### src/rtl/lclic_pkg.sv
package lclic_pkg;

    typedef enum logic [1:0] {
        TRG_LEVEL = 2'd0,
        TRG_RISE  = 2'd1,
        TRG_FALL  = 2'd2,
        TRG_RSVD  = 2'd3
    } trig_e;

    localparam int GLB_CFG  = 0;
    localparam int GLB_INFO = 4;
    localparam int GLB_THR  = 8;

endpackage

### src/rtl/lclic_sync.sv
module lclic_sync #(
    parameter int NSRC = 8
) (
    input  logic            clk_i,
    input  logic            rst_ni,
    input  logic [NSRC-1:0] src_i,
    output logic [NSRC-1:0] lvl_o,
    output logic [NSRC-1:0] rise_o,
    output logic [NSRC-1:0] fall_o
);

    typedef struct packed {
        logic [NSRC-1:0] s1;
        logic [NSRC-1:0] s2;
        logic [NSRC-1:0] prev;
    } sync_t;

    sync_t sync_d, sync_q;

    always_comb begin
        sync_d.s1   = src_i;
        sync_d.s2   = sync_q.s1;
        sync_d.prev = sync_q.s2;
    end

    always_ff @(posedge clk_i or negedge rst_ni) begin
        if (!rst_ni) sync_q <= '0;
        else         sync_q <= sync_d;
    end

    assign lvl_o  = sync_q.s2;
    assign rise_o = sync_q.s2 & ~sync_q.prev;
    assign fall_o = ~sync_q.s2 & sync_q.prev;

endmodule

### src/rtl/lclic_regs.sv
module lclic_regs
    import lclic_pkg::*;
#(
    parameter int NSRC     = 8,
    parameter int CTLB     = 4,
    parameter int VERSION  = 1,
    parameter int ADDR_W   = 12,
    parameter int SRC_BASE = 1024,
    localparam int IDW     = $clog2(NSRC)
) (
    input  logic                      clk_i,
    input  logic                      rst_ni,
    input  logic [ADDR_W-1:0]         addr_i,
    input  logic                      wr_i,
    input  logic [7:0]                wdata_i,
    output logic [7:0]                rdata_o,
    input  logic                      claim_i,
    input  logic [IDW-1:0]            claim_id_i,
    input  logic [NSRC-1:0]           lvl_i,
    input  logic [NSRC-1:0]           rise_i,
    input  logic [NSRC-1:0]           fall_i,
    output logic [NSRC-1:0]           ip_o,
    output logic [NSRC-1:0]           ie_o,
    output logic [NSRC-1:0]           vec_o,
    output logic [NSRC-1:0][7:0]      ctl_o,
    output logic [3:0]                nlb_o,
    output logic [7:0]                thr_o
);

    localparam int          LOW     = 8 - CTLB;
    localparam logic [7:0]  LOMASK  = 8'((1 << LOW) - 1);
    localparam int          SRC_END = SRC_BASE + 4 * NSRC;
    localparam logic [31:0] INFO    = {7'b0, 4'(CTLB), 8'(VERSION), 13'(NSRC)};

    typedef struct packed {
        logic [NSRC-1:0]           ip;
        logic [NSRC-1:0]           ie;
        logic [NSRC-1:0]           vec;
        logic [NSRC-1:0][1:0]      trg;
        logic [NSRC-1:0][CTLB-1:0] ctl;
        logic [3:0]                nlb;
        logic [7:0]                thr;
    } reg_t;

    reg_t r_d, r_q;

    logic              src_hit;
    logic              cfg_hit;
    logic              thr_hit;
    logic              info_hit;
    logic [ADDR_W-1:0] off;
    logic [IDW-1:0]    idx;
    logic [1:0]        bsel;

    assign src_hit  = (int'(addr_i) >= SRC_BASE) && (int'(addr_i) < SRC_END);
    assign cfg_hit  = (int'(addr_i) == GLB_CFG);
    assign thr_hit  = (int'(addr_i) == GLB_THR);
    assign info_hit = (int'(addr_i) >= GLB_INFO) && (int'(addr_i) < GLB_INFO + 4);
    assign off      = addr_i - ADDR_W'(SRC_BASE);
    assign idx      = off[IDW+1:2];
    assign bsel     = off[1:0];

    always_comb begin
        r_d = r_q;
        for (int i = 0; i < NSRC; i++) begin
            logic sel;
            sel = wr_i && src_hit && (idx == IDW'(i));
            if (r_q.trg[i] == TRG_LEVEL) begin
                r_d.ip[i] = lvl_i[i];
            end else begin
                if (sel && bsel == 2'd0)                  r_d.ip[i] = wdata_i[0];
                if (claim_i && claim_id_i == IDW'(i))     r_d.ip[i] = 1'b0;
                if ((r_q.trg[i] == TRG_RISE && rise_i[i]) ||
                    (r_q.trg[i] == TRG_FALL && fall_i[i])) r_d.ip[i] = 1'b1;
            end
            if (sel && bsel == 2'd1) r_d.ie[i] = wdata_i[0];
            if (sel && bsel == 2'd2) begin
                r_d.vec[i] = wdata_i[0];
                if (wdata_i[2:1] != TRG_RSVD) r_d.trg[i] = wdata_i[2:1];
            end
            if (sel && bsel == 2'd3) r_d.ctl[i] = wdata_i[7 -: CTLB];
        end
        if (wr_i && cfg_hit) r_d.nlb = wdata_i[4:1];
        if (wr_i && thr_hit) r_d.thr = wdata_i;
    end

    always_ff @(posedge clk_i or negedge rst_ni) begin
        if (!rst_ni) r_q <= '0;
        else         r_q <= r_d;
    end

    always_comb begin
        for (int i = 0; i < NSRC; i++) begin
            ctl_o[i] = (8'(r_q.ctl[i]) << LOW) | LOMASK;
        end
    end

    assign ip_o  = r_q.ip;
    assign ie_o  = r_q.ie;
    assign vec_o = r_q.vec;
    assign nlb_o = r_q.nlb;
    assign thr_o = r_q.thr;

    always_comb begin
        rdata_o = '0;
        if (src_hit) begin
            case (bsel)
                2'd0:    rdata_o = {7'b0, r_q.ip[idx]};
                2'd1:    rdata_o = {7'b0, r_q.ie[idx]};
                2'd2:    rdata_o = {5'b0, r_q.trg[idx], r_q.vec[idx]};
                default: rdata_o = ctl_o[idx];
            endcase
        end else if (cfg_hit) begin
            rdata_o = {3'b0, r_q.nlb, 1'b0};
        end else if (thr_hit) begin
            rdata_o = r_q.thr;
        end else if (info_hit) begin
            rdata_o = INFO[8*addr_i[1:0] +: 8];
        end
    end

    // the unstored low bits of a control byte always read as one
    a_r5_ctl_low_ones: assert property (@(posedge clk_i) disable iff (!rst_ni)
        (src_hit && bsel == 2'd3) |-> ((rdata_o & LOMASK) == LOMASK));

    // the reserved configuration bits read as zero
    a_r3_cfg_rsvd_zero: assert property (@(posedge clk_i) disable iff (!rst_ni)
        cfg_hit |-> (rdata_o[0] == 1'b0 && rdata_o[7:5] == 3'b0));

    // unmapped addresses read as zero
    a_r10_unmapped_zero: assert property (@(posedge clk_i) disable iff (!rst_ni)
        (!src_hit && !cfg_hit && !thr_hit && !info_hit) |-> (rdata_o == 8'h00));

    for (genvar g = 0; g < NSRC; g++) begin : g_src_chk
        // an edge-triggered pending bit stays set until a write or a claim touches it
        a_r4_edge_hold: assert property (@(posedge clk_i) disable iff (!rst_ni)
            (r_q.trg[g] != TRG_LEVEL && r_q.ip[g] &&
             !(wr_i && src_hit && idx == IDW'(g) && bsel == 2'd0) &&
             !(claim_i && claim_id_i == IDW'(g))) |=> r_q.ip[g]);
        // a level-triggered pending bit follows the synchronised input
        a_r6_level_follow: assert property (@(posedge clk_i) disable iff (!rst_ni)
            (r_q.trg[g] == TRG_LEVEL) |=> (r_q.ip[g] == $past(lvl_i[g])));
    end

endmodule

### src/rtl/lclic_arb.sv
module lclic_arb #(
    parameter int NSRC = 8,
    parameter int CTLB = 4,
    localparam int IDW = $clog2(NSRC)
) (
    input  logic                 clk_i,
    input  logic                 rst_ni,
    input  logic [NSRC-1:0]      ip_i,
    input  logic [NSRC-1:0]      ie_i,
    input  logic [NSRC-1:0]      vec_i,
    input  logic [NSRC-1:0][7:0] ctl_i,
    input  logic [3:0]           nlb_i,
    input  logic [7:0]           thr_i,
    output logic                 req_o,
    output logic [IDW-1:0]       id_o,
    output logic [7:0]           lvl_o,
    output logic                 vec_o
);

    typedef struct packed {
        logic           req;
        logic [IDW-1:0] id;
        logic [7:0]     lvl;
        logic           vec;
    } out_t;

    out_t o_d, o_q;

    logic           found;
    logic [7:0]     best_key;
    logic [IDW-1:0] best_id;
    logic [3:0]     nlb_eff;
    logic [7:0]     win_lvl;

    always_comb begin
        found    = 1'b0;
        best_key = '0;
        best_id  = '0;
        for (int i = 0; i < NSRC; i++) begin
            if (ip_i[i] && ie_i[i] && (!found || ctl_i[i] >= best_key)) begin
                found    = 1'b1;
                best_key = ctl_i[i];
                best_id  = IDW'(i);
            end
        end
        nlb_eff = (nlb_i > 4'(CTLB)) ? 4'(CTLB) : nlb_i;
        win_lvl = best_key | (8'hFF >> nlb_eff);

        o_d = '0;
        if (found && (win_lvl > thr_i)) begin
            o_d.req = 1'b1;
            o_d.id  = best_id;
            o_d.lvl = win_lvl;
            o_d.vec = vec_i[best_id];
        end
    end

    always_ff @(posedge clk_i or negedge rst_ni) begin
        if (!rst_ni) o_q <= '0;
        else         o_q <= o_d;
    end

    assign req_o = o_q.req;
    assign id_o  = o_q.id;
    assign lvl_o = o_q.lvl;
    assign vec_o = o_q.vec;

    // a raised request always beats the threshold of the previous cycle
    a_r8_above_threshold: assert property (@(posedge clk_i) disable iff (!rst_ni)
        req_o |-> (lvl_o > $past(thr_i)));

    // the reported source was pending and enabled one cycle earlier
    a_r7_winner_live: assert property (@(posedge clk_i) disable iff (!rst_ni)
        req_o |-> (|($past(ip_i & ie_i) & (NSRC'(1) << id_o))));

    // with no request the side outputs are quiet
    a_r9_idle_quiet: assert property (@(posedge clk_i) disable iff (!rst_ni)
        !req_o |-> (id_o == '0 && lvl_o == 8'h00 && !vec_o));

endmodule

### src/rtl/lclic_ctrl.sv
module lclic_ctrl #(
    parameter int NSRC     = 8,
    parameter int CTLB     = 4,
    parameter int VERSION  = 1,
    parameter int ADDR_W   = 12,
    parameter int SRC_BASE = 1024,
    localparam int IDW     = $clog2(NSRC)
) (
    input  logic              clk_i,
    input  logic              rst_ni,
    input  logic [NSRC-1:0]   src_i,
    input  logic [ADDR_W-1:0] bus_addr_i,
    input  logic              bus_wr_i,
    input  logic [7:0]        bus_wdata_i,
    output logic [7:0]        bus_rdata_o,
    input  logic              claim_i,
    input  logic [IDW-1:0]    claim_id_i,
    output logic              irq_req_o,
    output logic [IDW-1:0]    irq_id_o,
    output logic [7:0]        irq_lvl_o,
    output logic              irq_vec_o
);

    logic [NSRC-1:0]      s_lvl, s_rise, s_fall;
    logic [NSRC-1:0]      ip, ie, vec;
    logic [NSRC-1:0][7:0] ctl;
    logic [3:0]           nlb;
    logic [7:0]           thr;

    lclic_sync #(.NSRC(NSRC)) u_sync (
        .clk_i  (clk_i),
        .rst_ni (rst_ni),
        .src_i  (src_i),
        .lvl_o  (s_lvl),
        .rise_o (s_rise),
        .fall_o (s_fall)
    );

    lclic_regs #(
        .NSRC(NSRC), .CTLB(CTLB), .VERSION(VERSION),
        .ADDR_W(ADDR_W), .SRC_BASE(SRC_BASE)
    ) u_regs (
        .clk_i      (clk_i),
        .rst_ni     (rst_ni),
        .addr_i     (bus_addr_i),
        .wr_i       (bus_wr_i),
        .wdata_i    (bus_wdata_i),
        .rdata_o    (bus_rdata_o),
        .claim_i    (claim_i),
        .claim_id_i (claim_id_i),
        .lvl_i      (s_lvl),
        .rise_i     (s_rise),
        .fall_i     (s_fall),
        .ip_o       (ip),
        .ie_o       (ie),
        .vec_o      (vec),
        .ctl_o      (ctl),
        .nlb_o      (nlb),
        .thr_o      (thr)
    );

    lclic_arb #(.NSRC(NSRC), .CTLB(CTLB)) u_arb (
        .clk_i  (clk_i),
        .rst_ni (rst_ni),
        .ip_i   (ip),
        .ie_i   (ie),
        .vec_i  (vec),
        .ctl_i  (ctl),
        .nlb_i  (nlb),
        .thr_i  (thr),
        .req_o  (irq_req_o),
        .id_o   (irq_id_o),
        .lvl_o  (irq_lvl_o),
        .vec_o  (irq_vec_o)
    );

endmodule

### config.mk
export PLATFORM = sky130hd
export DESIGN_NAME = lclic_ctrl
export DESIGN_NICKNAME = d
export VERILOG_FILES = /design/src/rtl/lclic_pkg.sv /design/src/rtl/lclic_sync.sv /design/src/rtl/lclic_regs.sv /design/src/rtl/lclic_arb.sv /design/src/rtl/lclic_ctrl.sv
export SDC_FILE = /design/constraint.sdc
export NUM_CORES = 1
export LEC_CHECK = 0
export BUFFER_PORTS_ARGS = -buffer_cell sky130_fd_sc_hd__buf_2
export CORE_UTILIZATION = 35
export DETAILED_ROUTE_END_ITERATION = 7
export PLACE_DENSITY = 0.55
export SLEW_MARGIN = 10
export SYNTH_ARGS = -nofsm -noshare
export SYNTH_HDL_FRONTEND = slang
export SYNTH_HIERARCHICAL = 1
export SYNTH_SLANG_ARGS = --single-unit
### constraint.sdc
create_clock -name clk_i -period 34.4 [get_ports clk_i]
set_input_delay 1.72 -clock clk_i [delete_from_list [all_inputs] [get_ports clk_i]]
set_output_delay 1.72 -clock clk_i [all_outputs]
set_load 0.01 [all_outputs]
==> results of run 1 <==
[Yosys cell counts (all sizes together) (4+ instances only)]
master	number	area share, %
buf	132	10
dfrtp	121	33
mux2	72	9.0
ha	64	8.8
nand2	53	2.2
inv	52	2.1
nor2	49	2.0
a21oi	34	1.9
o21ai	34	1.9
mux2i	30	3.3
nor3	24	1.8
o21a	19	1.6
nand3	18	0.99
mux4	17	4.2
and2b	16	1.5
nand4	16	1.1
a31oi	15	1.0
clkbuf	14	0.58
nor2b	13	0.89
and3	11	0.81
nand2b	11	0.75
or3	10	0.69
o211ai	8	0.71
a21o	7	0.58
and2	6	0.41
a211oi	5	0.41
a41oi	5	0.48
nor4	5	0.51
or2	5	0.34
o22ai	4	0.27
o31ai	4	0.33
o32ai	4	0.38
[cell usage in the layout (no fill, tap or decap), types with 5 or more instances in the layout]
cell type | synthesis | final
mux2_2 | 69 | 69
clkinv_4 | 0 | 6
a31oi_1 | 15 | 15
mux2i_1 | 30 | 30
a211oi_1 | 5 | 5
a21oi_1 | 34 | 34
nand4_1 | 16 | 16
nor3_1 | 16 | 16
nor2_1 | 49 | 49
inv_1 | 51 | 51
nand2_1 | 53 | 53
nand2b_1 | 11 | 11
or3_1 | 10 | 10
nor3_2 | 8 | 8
clkinvlp_4 | 0 | 5
and3_1 | 10 | 10
o21ai_0 | 32 | 32
ha_1 | 64 | 64
conb_1 | 3 | 36
buf_2 | 19 | 54
o21a_1 | 19 | 19
o211ai_1 | 7 | 7
nor2b_1 | 13 | 13
a21o_1 | 7 | 7
dfrtp_1 | 121 | 121
and2_1 | 6 | 6
clkbuf_16 | 0 | 17
or2_2 | 5 | 5
and2b_2 | 16 | 16
nand3_1 | 18 | 18
a41oi_1 | 5 | 5
mux4_2 | 17 | 17
buf_4 | 110 | 10
[layer usage]
metal	global-route usage [%]	part of all wire [%]	vias up
li1	-	-	3181
met1	24.0	47	3220
met2	28.6	47	147
met3	2.41	3.8	30
met4	6.12	2.1	0
met5	0	0	-
[final cells by class]
class,count,area [sq um]
Clock buffer,19,443
Clock inverter,13,125
Fill cell,2545,15800
Inverter,52,195
Multi-Input combinational cell,643,5030
Sequential cell,121,3030
Tap cell,330,413
Timing Repair Buffer,64,345
[through the flow]
step,hold slack [ns],cell area (sq um),worst slack (ns)
2_1_floorplan,0.331,9240,22.33
3_3_place_gp,0.335,9010,21.05
3_5_place_dp,0.335,9010,20.78
4_1_cts,0.348,9580,20.70
5_1_grt,0.351,9580,19.09
6_report,0.346,9580,20.58
[worst max path at each step]
stage	slack (ns)	from	cells past startpoint	to
global placement	21.05	u_regs/ip_o[0]$_DFFE_PN0P_	61	u_arb/vec_o$_DFF_PN0_
finish	20.58	u_regs/ip_o[0]$_DFFE_PN0P_	61	u_arb/vec_o$_DFF_PN0_
CTS	20.70	u_regs/ip_o[0]$_DFFE_PN0P_	61	u_arb/vec_o$_DFF_PN0_
global route	19.09	u_regs/ip_o[0]$_DFFE_PN0P_	61	u_arb/vec_o$_DFF_PN0_
floorplan	22.33	u_regs/ip_o[0]$_DFFE_PN0P_	67	u_arb/id_o[0]$_DFF_PN0_
detailed placement	20.78	u_regs/ie_o[0]$_DFFE_PN0P_	61	u_arb/vec_o$_DFF_PN0_
[power breakdown]
part	internal, W	switching [W]
logic	0.0000109	0.0000183
registers	0.000145	0.00000298
clock network	0.000101	0.0000671
[worst max-delay path, delay by kind of cell (launching register included)]
family | cells | cell delay [ns]
buffers and inverters | 7 | 0.94
and+or+nand+nor | 14 | 2.20
DFF | 1 | 0.40
adders and majority gates | 8 | 2.08
muxes | 3 | 1.04
AOI/OAI and AO/OA | 29 | 7.10
[cell families (layout without fill, tap and decap cells)]
family	after synthesis	in the layout	share of synthesized area (%)
other	3	36	0.123
AOI/OAI and AO/OA	175	175	13.2
adders and majority gates	64	64	8.78
DFF	121	121	33.2
and+or+nand+nor	249	249	15.2
muxes	119	119	16.5
buffers and inverters	198	148	13.0
==> results.cfg, run 1 <==
[worst_setup_path]
max_stage_delay_ns = 0.84
ff2ff_path_depth = 61
critPathLaunchType = flop
critPathCaptureType = flop
criticalPathCategory = flop to flop
ff2ff_setup_slack_ns = 20.58
critical_path_required_ns = 34.74
cp.arrival_ns = 14.16
r2r_start = u_regs/ip_o[0]$_DFFE_PN0P_
path_common_cell = ha_1
slowest_stage = o22ai_1
cp_max_fo = 32
timing.rr.end = u_arb/vec_o$_DFF_PN0_

[hold_path]
hold_path_class = flop to flop
whs_path_depth = 0
worstHoldEndpoint = u_sync/lvl_o[6]$_DFF_PN0_
min_from = u_sync/sync_d[14]$_DFF_PN0_

[routing]
routed_wirelength_um = 22400
drc = 0
first_pass_iters = 5
vias = 6578
dr.first_iter.drc_count = 554
wl_per_cell_um = 18.0
viasPerCell = 5.30
antenna_left = 0

[final_layout]
final_nets = 998
syn_to_final_growth_pct = 5.09
drive_above_1_share_pct = 24.6
fin_cells = 1242
n_antenna_cell = 0
largest_register_ffs = 32
final_util_pct = 37.7

[place]
io_buffers = 55
dpl.hpwl_um = 16900
gp_congestion = 0.855
dp.cells = 1210

[sta]
worst_pin_slew_ns = 1.07
fmax_ghz = 0.0723
slew_headroom_pct = 28.8
finClkSkew_ns = 0.00930
period_minus_slack_ns = 13.83
final-setup-viol-count = 0
setup_tns_ns = 0
finalHoldViolations = 0
drv_slew = 0
rsz0062_at_grt = no
period_share_pct = 40.2

[clock_tree]
htree_levels = 4
cts_buffer_depth = 2
clock_latency_ns = 0.41
post_cts.repair.setup_buffers = 0
cts_resized = 0
postCtsHoldBufs = 0
cts_root_buf = clkbuf_16
cts.sinks = 121
clkTransAtPathRegs_ns = 0.06
cts_tree = done
cts_buffers = 17

[flow_run]
drv_cap = 0

[floorplanning]
dieWidth_um = 163
coreArea_sq_um = 25400
pin_count = 56
row_count = 58
initial_core_util_pct = 35.9
die_h_um = 163
die_area_sq_um = 26700

[grt]
grt_overflow = 0
grt_start_max_net_pins = 69
grt_pass1_wl_um = 36100
grt_usage_pct = 17.6
grt_antenna_before_repair = 0
grt_pass1_vias = 6452

[synthesis]
async_flop_share_pct = 100
yosysWarningCount = 6
synth_cells = 929
synthFlopType = dfrtp_1
seq_area_frac_synth_pct = 33.2
synth_edf_count = 0
synth.avg_cell_area_sq_um = 9.82
synth_seq_cells = 121
syn_area_sq_um = 9120
synth_cell_types = 73

[pwr]
power_w = 0.000346
power_leakage_nw = 4.47
ir_drop_v = 0.0000363
power_density_nw_per_um2 = 36.1

[outcome]
status = finished clean
Note: power is estimated with default switching activity, not from simulation.
==> inputs of run 2 (changes only) <==
- PLACE_DENSITY: 0.55 -> 0.57
- clock period: 34.4 -> 11.3 ns (I/O delays scaled with it)
==> results.cfg, run 2 (same netlist as run 1, synthesis figures left out) <==
[sta]
period_share_pct = 96.5
finClkSkew_ns = 0.00712
finalHoldViolations = 0
drv_slew = 0
period_minus_slack_ns = 10.90
holdWs_ns = 0.194
final-setup-viol-count = 0
slew_headroom_pct = 14.1
worst_pin_slew_ns = 1.29
fmax_ghz = 0.0918

[pwr]
power_density_nw_per_um2 = 106
power_w = 0.00110
power_leakage_nw = 4.76
p_int_w = 0.000828
ir_drop_v = 0.0000943
switching_share_pct = 24.8
clkPwrFrac_pct = 50.1
p_switching_w = 0.000274
seqPwrFrac_pct = 41.0
power_frac_comb_pct = 9.0

[final_layout]
final_nets = 1043
drive_above_1_share_pct = 34.3
final_util_pct = 41.1
largest_register_ffs = 32
most-common-layout-cells = dfrtp_1 (121), mux2_2 (66), buf_2 (55), ha_1 (50), inv_1 (49)
stdcell_area_sq_um = 10400
syn_to_final_growth_pct = 14.4
fin_cells = 1288
final_common_cell = dfrtp_1
fillers = 2498

[floorplanning]
die_area_sq_um = 26700
dieWidth_um = 163
die_h_um = 163
initial_core_util_pct = 35.9
pin_count = 56
row_count = 58
coreArea_sq_um = 25400

[worst_setup_path]
cp_max_fo = 10
cp_top_family = compound AO/OA/AOI/OAI gates
timing.rr.end = u_arb/vec_o$_DFF_PN0_
ff2ff_setup_slack_ns = 0.40
critical_path_required_ns = 11.60
r2r_start = u_regs/ie_o[0]$_DFFE_PN0P_
max_stage_delay_ns = 0.44
path_common_cell = buf_4
crit_buf_inv = 12
critPathCaptureType = flop
critPathLaunchType = flop
ff2ff_path_depth = 64
cp.arrival_ns = 11.20
cp-startpoint = u_regs/ie_o[0]$_DFFE_PN0P_
criticalPathCategory = flop to flop
slowest_stage = a211o_2

[routing]
vias = 6894
routed_wirelength_um = 23400
first_pass_iters = 5
dr.first_iter.drc_count = 610
drc = 0
wl_per_cell_um = 18.2
viasPerCell = 5.35
antenna_left = 0

[clock_tree]
htree_levels = 4
postCtsHoldBufs = 0
cts_tree = done
cts_root_buf = clkbuf_16
clock_latency_ns = 0.41
cts.sinks = 121
clkTransAtPathRegs_ns = 0.06
cts_buffer_depth = 2
cts_buffers = 17

[place]
place_area_sq_um = 9200
dpl.hpwl_um = 16900
dp.cells = 1231
io_buffers = 55
gp_congestion = 0.850

[flow_run]
drv_cap = 0

[outcome]
status = finished clean

[hold_path]
hold_path_class = primary input to async pin

[grt]
grt_overflow = 0
grt_start_max_net_pins = 66
grt_usage_pct = 17.9
grt_pass1_vias = 6837
grt_antenna_before_repair = 1
grt_pass1_wl_um = 36800
==> run 2: cell types whose count changed in the layout (fill, tap and decap cells not counted), sizes merged <==
cell      previous run  this run
buf                 64       107
clkbuf              19        18
inv                 52        54
clkinvlp             5         4
o22ai                4         5
bufinv               1         3
clkinv               7         5
diode                0         1
a41o                 1         2
==> run 2: repair_timing <==
item | in CTS | in global routing
resized for setup | 18 | 80
pin swaps | 8 | 39
gates cloned | 2 | 1
buffers inserted | 6 | 15
setup endpoints to repair | 13 | 13
==> run 2: worst max-delay path by stage <==
stage	end	slack, ns	cells after the start
3_5_place_dp	u_arb/vec_o$_DFF_PN0_	-0.49	58
6_report	u_arb/vec_o$_DFF_PN0_	0.40	64
5_1_grt	u_arb/vec_o$_DFF_PN0_	-0.18	65
2_1_floorplan	u_arb/lvl_o[6]$_DFF_PN0_	0.006	66
3_3_place_gp	u_arb/vec_o$_DFF_PN0_	-0.1	61
4_1_cts	u_arb/vec_o$_DFF_PN0_	0.001	60
==> run 2: per-layer routing <==
layer	track usage, %	share of wire [%]	vias up
met5	0	0	-
met4	7.01	2.5	0
met3	3.20	4.9	41
met2	29.2	49	228
met1	23.4	44	3346
li1	-	-	3279
==> run 2: final cells by class <==
type | instances | area [sq um] | area share (%)
clock inverters | 14 | 174 | 1.67
well taps | 330 | 413 | 3.96
clock buffers | 18 | 429 | 4.11
inverters | 52 | 195 | 1.87
flip-flops and latches | 121 | 3030 | 29.0
repair buffers | 107 | 712 | 6.83
diodes | 1 | 2.50 | 0.0240
multi-input cells | 645 | 5480 | 52.5
==> run 2: power groups by stage <==
stage | clock [W] | sequential (W) | combinational (W)
2_1_floorplan | 0 | 0.000455 | 0.0000701
3_3_place_gp | 0 | 0.000459 | 0.0000891
3_5_place_dp | 0 | 0.000459 | 0.0000900
4_1_cts | 0.000563 | 0.000451 | 0.0000927
5_1_grt | 0.000585 | 0.000452 | 0.000111
6_report | 0.000552 | 0.000452 | 0.0000987
==> run 2: through the flow <==
step / setup TNS, ns / worst slack (ns)
final: 0 / 0.401
after global routing: -1.24 / -0.176
after CTS: 0 / 0.00102
after detailed placement: -4.88 / -0.493
after global placement: -0.266 / -0.0991
after floorplan: 0 / 0.00615
==> inputs of run 3 (changes only) <==
- CTS_BUF_LIST: default -> sky130_fd_sc_hd__clkbuf_8
==> results.cfg, run 3 (same netlist as run 1, synthesis figures left out) <==
[worst_setup_path]
cp.arrival_ns = 11.27
critPathLaunchType = flop
max_stage_delay_ns = 0.44
path_common_cell = buf_4
critical_path_required_ns = 11.66
critPathCaptureType = flop
cp_max_fo = 11
criticalPathCategory = flop to flop
slowest_stage = a211o_2

[place]
dpl.hpwl_um = 16900
io_buffers = 55
place_ws_ns = -0.493
gp_congestion = 0.850

[sta]
final-setup-viol-count = 0
slew_headroom_pct = 6.92
period_minus_slack_ns = 10.90
fmax_ghz = 0.0917
period_share_pct = 96.5
finalHoldViolations = 0
finClkSkew_ns = 0.0121
worst_pin_slew_ns = 1.40
fin_ws_ns = 0.396
setup_tns_ns = 0
drv_slew = 0

[routing]
wl_per_cell_um = 18.2
vias = 6867
dr.first_iter.drc_count = 642
first_pass_iters = 6
viasPerCell = 5.32
drc = 0
routed_wirelength_um = 23400
antenna_left = 0

[final_layout]
seqCellArea_sq_um = 3030
final_util_pct = 40.6
largest_register_ffs = 32
final_common_cell = dfrtp_1
syn_to_final_growth_pct = 13.1
most-common-layout-cells = dfrtp_1 (121), mux2_2 (64), buf_2 (55), inv_1 (50), ha_1 (48)
fillers = 2524
drive_above_1_share_pct = 35.5
multiInputGateArea_sq_um = 5540
final_nets = 1045

[clock_tree]
clkTransAtPathRegs_ns = 0.08
cts_buffers = 17
htree_levels = 4
cts.sinks = 121
cts_tree = done
postCtsHoldBufs = 0
clock_latency_ns = 0.46
cts_root_buf = clkbuf_8
cts_buffer_depth = 2

[floorplanning]
coreArea_sq_um = 25400
initial_core_util_pct = 35.9
die_area_sq_um = 26700
dieWidth_um = 163
row_count = 58
pin_count = 56
die_h_um = 163

[grt]
grt_start_max_net_pins = 66
grt_pass1_vias = 6789
grt_usage_pct = 17.9
grt_overflow = 0
grt_antenna_before_repair = 1
grt_pass1_wl_um = 36700

[flow_run]
drv_cap = 0

[pwr]
power_leakage_nw = 4.71
power_density_nw_per_um2 = 92.8
ir_drop_v = 0.0000808

[outcome]
status = finished clean

[hold_path]
hold_path_class = primary input to async pin
[run 3: cell count changes in the layout (fill, tap and decap cells not counted), sizes merged]
cell	change
buf	+2
clkbuf	-1
inv	+1
[run 3: timing repair]
| item | CTS | global route |
|---|---|---|
| setup endpoints to repair | 13 | 13 |
| resized for setup | 15 | 96 |
| gates cloned | 2 | 1 |
| pin swaps | 6 | 40 |
| buffers inserted | 7 | 16 |
[run 3: layer usage]
| layer | wire, um | vias up | track usage (%) |
|---|---|---|---|
| li1 | - | 3277 | - |
| met1 | 10200 | 3347 | 23.4 |
| met2 | 11300 | 201 | 28.9 |
| met3 | 1180 | 42 | 3.22 |
| met4 | 684 | 0 | 7.35 |
| met5 | 0 | - | 0 |
[run 3: cell type report]
| type | count | area share (%) |
|---|---|---|
| Antenna cell | 1 | 0.0243 |
| Clock buffer | 17 | 2.27 |
| Clock inverter | 15 | 1.72 |
| Inverter | 52 | 1.89 |
| Multi-Input combinational cell | 645 | 53.7 |
| Sequential cell | 121 | 29.4 |
| Tap cell | 330 | 4.00 |
| Timing Repair Buffer | 109 | 7.01 |
[run 3: power by group]
part / switching, W / leakage [nW] / internal (W)
registers: 0.00000895 / 1.56 / 0.000442
clock network: 0.000188 / 0.200 / 0.000218
logic: 0.0000609 / 2.95 / 0.0000388
total: 0.000258 / 4.71 / 0.000699
[run 3: stage by stage]
step / power (W) / cells / hold WS, ns / area, sq um
final: 0.000957 / 1290 / 0.151 / 10300
after global routing: 0.00100 / 1290 / 0.183 / 10300
after CTS: 0.000958 / 1272 / 0.168 / 9730
after detailed placement: 0.000549 / 1231 / 0.336 / 9200
after global placement: 0.000548 / 1231 / 0.333 / 9200
after floorplan: 0.000525 / 962 / 0.269 / 9270
[run 3: path summary, 6_finish.rpt]
| path | start | to | slack, ns | depth (start not counted) |
|---|---|---|---|---|
| max in group asynchronous | rst_ni | u_regs/ctl_o[23]$_DFFE_PN0P_ | 9.84 | 2 |
| max reg2reg | u_regs/ie_o[0]$_DFFE_PN0P_ | u_arb/lvl_o[6]$_DFF_PN0_ | 0.40 | 61 |
| max | u_regs/ie_o[0]$_DFFE_PN0P_ | u_arb/lvl_o[6]$_DFF_PN0_ | 0.40 | 61 |
| min reg2reg | u_sync/sync_d[14]$_DFF_PN0_ | u_sync/lvl_o[6]$_DFF_PN0_ | 0.35 | 0 |
| min in group clk_i | src_i[2] | u_sync/sync_d[10]$_DFF_PN0_ | 0.21 | 1 |
| min | rst_ni | u_sync/sync_d[12]$_DFF_PN0_ | 0.15 | 1 |
[run 3: worst max-delay path, delay by kind of cell (launching register included)]
| kind | cells | cell delay, ns |
|---|---|---|
| AO/OA/AOI/OAI | 24 | 4.12 |
| adder cells (fa/ha/maj) | 8 | 2.05 |
| buffers and inverters | 12 | 1.60 |
| flip-flops | 1 | 0.35 |
| multiplexers | 3 | 0.84 |
| AND/OR/NAND/NOR | 14 | 1.86 |
